<file path="config.mk">
export PLATFORM = sky130hd
export DESIGN_NAME = irq_ack_chain
export DESIGN_NICKNAME = d
export VERILOG_FILES = /design/src/rtl/irq_ack_chain.sv
export SDC_FILE = /design/constraint.sdc
export NUM_CORES = 1
export LEC_CHECK = 0
export CAP_MARGIN = 10
export CORE_MARGIN = 2
export CORE_UTILIZATION = 37
export CTS_CLUSTER_SIZE = 16
export DETAILED_ROUTE_END_ITERATION = 16
export PLACE_DENSITY = 0.75
export SYNTH_ARGS = -nofsm -noshare
export SYNTH_HDL_FRONTEND = slang
export SYNTH_SLANG_ARGS = --single-unit
</file>
<file path="constraint.sdc">
create_clock -name clk -period 1.74 [get_ports clk]
set_input_delay 0.348 -clock clk [delete_from_list [all_inputs] [get_ports clk]]
set_output_delay 0.348 -clock clk [all_outputs]
set_load 0.01 [all_outputs]
</file>
<file path="src/rtl/irq_ack_chain.sv">
module irq_ack_chain #(
  parameter int STAGES = 4,
  parameter int VEC_W  = 8,
  parameter logic [STAGES*VEC_W-1:0] VEC_TABLE = {8'h4C, 8'h48, 8'h44, 8'h40}
) (
  input  logic              clk,
  input  logic              rst_n,
  input  logic [STAGES-1:0] raise_i,
  input  logic              ack_i,
  output logic              irq_o,
  output logic [VEC_W-1:0]  vec_o,
  output logic              vec_valid_o,
  output logic [STAGES-1:0] grant_o,
  output logic [STAGES-1:0] pass_o
);

  logic [STAGES-1:0] pend;
  logic [STAGES-1:0] win_q;
  logic              ack_q;
  logic [STAGES-1:0] clr;

  // acknowledge ripples from stage 0 (highest priority) downward
  always_comb begin
    logic tok;
    tok = ack_i;
    for (int k = 0; k < STAGES; k++) begin
      grant_o[k] = tok & pend[k];
      tok        = tok & ~pend[k];
      pass_o[k]  = tok;
    end
  end

  always_comb begin
    vec_o = '0;
    for (int k = 0; k < STAGES; k++)
      if (grant_o[k]) vec_o = vec_o | VEC_TABLE[k*VEC_W +: VEC_W];
  end

  assign vec_valid_o = |grant_o;
  assign irq_o       = |pend;
  assign clr         = (ack_q && !ack_i) ? win_q : '0;

  always_ff @(posedge clk or negedge rst_n) begin
    if (!rst_n) begin
      pend  <= '0;
      win_q <= '0;
      ack_q <= 1'b0;
    end else begin
      pend  <= (pend & ~clr) | raise_i;
      ack_q <= ack_i;
      if (ack_i) win_q <= grant_o;
    end
  end

endmodule

</file>
==> results.toml <==
[die]
ios = 25
die_w_um = 40.50
rows = 13
start_util = 0.3886
die_area_sq_um = 1640
die-height_um = 40.50
core_sq_um = 1269

[routing]
vias = 452
drt_wl_total_um = 1124
wl_per_cell_um = 11.71
drc_errors = 0
drt_iter0_drc = 4
ant_nets = 0
via_per_inst = 4.708
dr.pass1.iters = 4

[status]
failed_checks = "negative setup slack"
status = "finished, violations left"

[yosys]
netlist.area_leader.share = 0.4569
synth_seq_area_share = 0.4569
synth-compound-area-share = 0.1371
synthCells = 51
synth.area.mux_share = 0.02284
ys_warn_count = 0
synthAdderAreaFrac = 0
netlist_area_sq_um = 493.0
yosysTopAreaCell = "dfrtp_1"
synth-xor-area-share = 0
synth_top_family_by_area = "simple AND/OR/NAND/NOR gates"
synth_area_leaders = "dfrtp_1, buf_4, nand3b_1, a21o_1, inv_1"
avgSynthCellArea_sq_um = 9.666
ys_ff_latch = 9
synth_cell_types = 21
yosys.area_share.simple = 0.2310

[power]
p_int_w = 0.0003523
p_comb_frac = 0.179
p_leak_nw = 0.3776
p_sw_w = 0.0001106
p_seq_frac = 0.485
sw_frac_of_total = 0.2389
p_clk_frac = 0.336
peakVddDrop_mv = 0.3330
p_per_area_nw_per_um2 = 604.5

[cts]
htree_num_levels = 1
cts.sinks = 9
clk_pin_slew_ns = 0.06
clockBufferDepth = 2
worst_skew_pair.late_latency_ns = 0.25
cts-root-buf = "clkbuf_4"
cts_tree = "done"
cts_inserted_buffers = 3

[global_routing]
grt_pass1_wl_um = 1780
first_global_vias = 439
grt_max_degree = 12
grt.total_usage = 0.1667
antenna_found_initial = 0
grt.overflow.total = 0

[critical_path]
cp_cell_sequence = "or4_4 -> and2_4 -> buf_6"
max_stage_delay_ns = 0.50
rrSetupSlack_ns = 0.51
r2r_cells = 4
required_ns = 1.39
crit_arrival_ns = 1.43
worstSetupEndpointType = "output pin"
cp_max_fo = 3
worstReg2RegStart = "pend[0]$_DFF_PN0_"
cp_slowest_cell = "or4_4"
cp-start-kind = "flip-flop"
r2r-end = "win_q[3]$_DFFE_PN0P_"
critPathKind = "flip-flop to output pin"

[sta]
setup_viol = 2
rsz0062_at_grt = "true"
finalMaxSlewViolations = 0
skew_ns = 0.0007191
post-route-worst-setup-slack_ns = -0.04099
finalCritPeriodShare = 1.024
period_minus_slack_ns = 1.781
fmax_mhz = 561.5
final_hold_viol_count = 0
hold_slack_ns = 0.3856

[final_layout]
fin_cells = 96
n_antenna_cell = 0
fill_cells = 132
area_growth_pct = 55.33
fin_area_sq_um = 765.7
layout_common_cells = "buf_4, dfrtp_1, inv_1"
drive_gt1_frac = 0.3704
layout.nets = 89
final_common_cell = "buf_4"

[placed_design]
dp.cells = 88
place_area_sq_um = 720.7
dp_hpwl_um = 774.6
io_buffers = 19
gp_congestion = 0.7248

[flow_run]
max_cap_violations = 0

[hold_path]
hold_class = "input pin to async pin"
[through the flow]
step | power, W | util | worst slack [ns] | TNS [ns]
2_1_floorplan | 0.0002685 | - | 0.2150 | 0
3_3_place_gp | 0.0003049 | 0.5680 | -0.4560 | -4.477
3_5_place_dp | 0.0003063 | 0.5680 | -0.5256 | -4.754
4_1_cts | 0.0004689 | 0.5947 | -0.04833 | -0.09595
5_1_grt | 0.0004887 | 0.6036 | -0.07414 | -0.1433
6_report | 0.0004629 | 0.6036 | -0.04099 | -0.08156
[per-layer routing]
| metal | vias up | track usage | part of all wire |
|---|---|---|---|
| met4 | 0 | 0.07500 | 0 |
| met1 | 207 | 0.1944 | 0.44 |
| met3 | 0 | 0.02778 | 0.065 |
| met5 | - | 0 | 0 |
| met2 | 18 | 0.2937 | 0.49 |
| li1 | 227 | - | - |
[registers in the layout (all words and copies together), names as in the netlist]
name / flops
pend: 4
win_q: 4
ack_q: 1
[what timing repair did]
| action | in CTS | in global routing |
|---|---|---|
| setup buffers | 3 | 1 |
| gates resized for setup | 39 | 6 |
| pin swaps | 3 | 1 |
| endpoints found under the hold margin | 0 | 0 |
| hold buffers | 0 | 0 |
| endpoints found under the setup margin | 13 | 7 |
| cloned | 0 | 0 |
[synthesized netlist by cell type]
master	n
inv_1	6
nor4_1	2
buf_4	5
nor3_1	2
and2_4	2
o32ai_1	1
nand2b_1	3
a211oi_1	1
a21o_1	3
o22ai_1	1
and2_1	1
o41ai_1	1
clkbuf_1	3
nor2_1	2
nand3b_1	4
a21oi_1	1
or4_4	1
conb_1	1
dfrtp_1	9
a21o_2	1
mux2_2	1
[cell families (layout without fill, tap and decap cells)]
family	count (synthesis)	in the layout
and+or+nand+nor	17	17
buffers and inverters	14	40
AOI/OAI and AO/OA	9	9
DFF	9	9
other	1	5
muxes	1	1
[final cells by class]
class,instances,area [sq um],area share
clock buffer,4,26.28,0.03431
inverter,6,22.52,0.02941
multi-input combinational,32,230.2,0.3007
sequential,9,225.2,0.2941
tap,15,18.77,0.02451
timing repair buffer,30,242.7,0.3170
[power groups by stage]
stage,logic [W],clock network (W),registers (W)
5_1_grt,0.0000919,0.000171,0.000225
4_1_cts,0.0000833,0.000161,0.000224
3_3_place_gp,0.0000777,0,0.000227
2_1_floorplan,0.0000423,0,0.000226
6_report,0.0000830,0.000156,0.000224
3_5_place_dp,0.0000785,0,0.000228
[how the worst max path moves through the flow]
| stage | startpoint | to | slack (ns) | depth (start not counted) |
|---|---|---|---|---|
| after floorplan | pend[2]$_DFF_PN0_ | vec_o[6] | 0.22 | 2 |
| after global placement | ack_i | vec_o[3] | -0.46 | 4 |
| after detailed placement | ack_i | vec_o[3] | -0.53 | 4 |
| after CTS | pend[3]$_DFF_PN0_ | vec_o[6] | -0.05 | 3 |
| after global routing | pend[0]$_DFF_PN0_ | vec_o[6] | -0.07 | 3 |
| final | pend[0]$_DFF_PN0_ | vec_o[6] | -0.04 | 3 |
[critical path, delay by kind of cell, from the launching register on]
kind          cells  cell delay, ns
simple gates      2            0.65
flops             1            0.41
buf+inv           1            0.11
No activity file was read; power rests on OpenSTA's default activity.
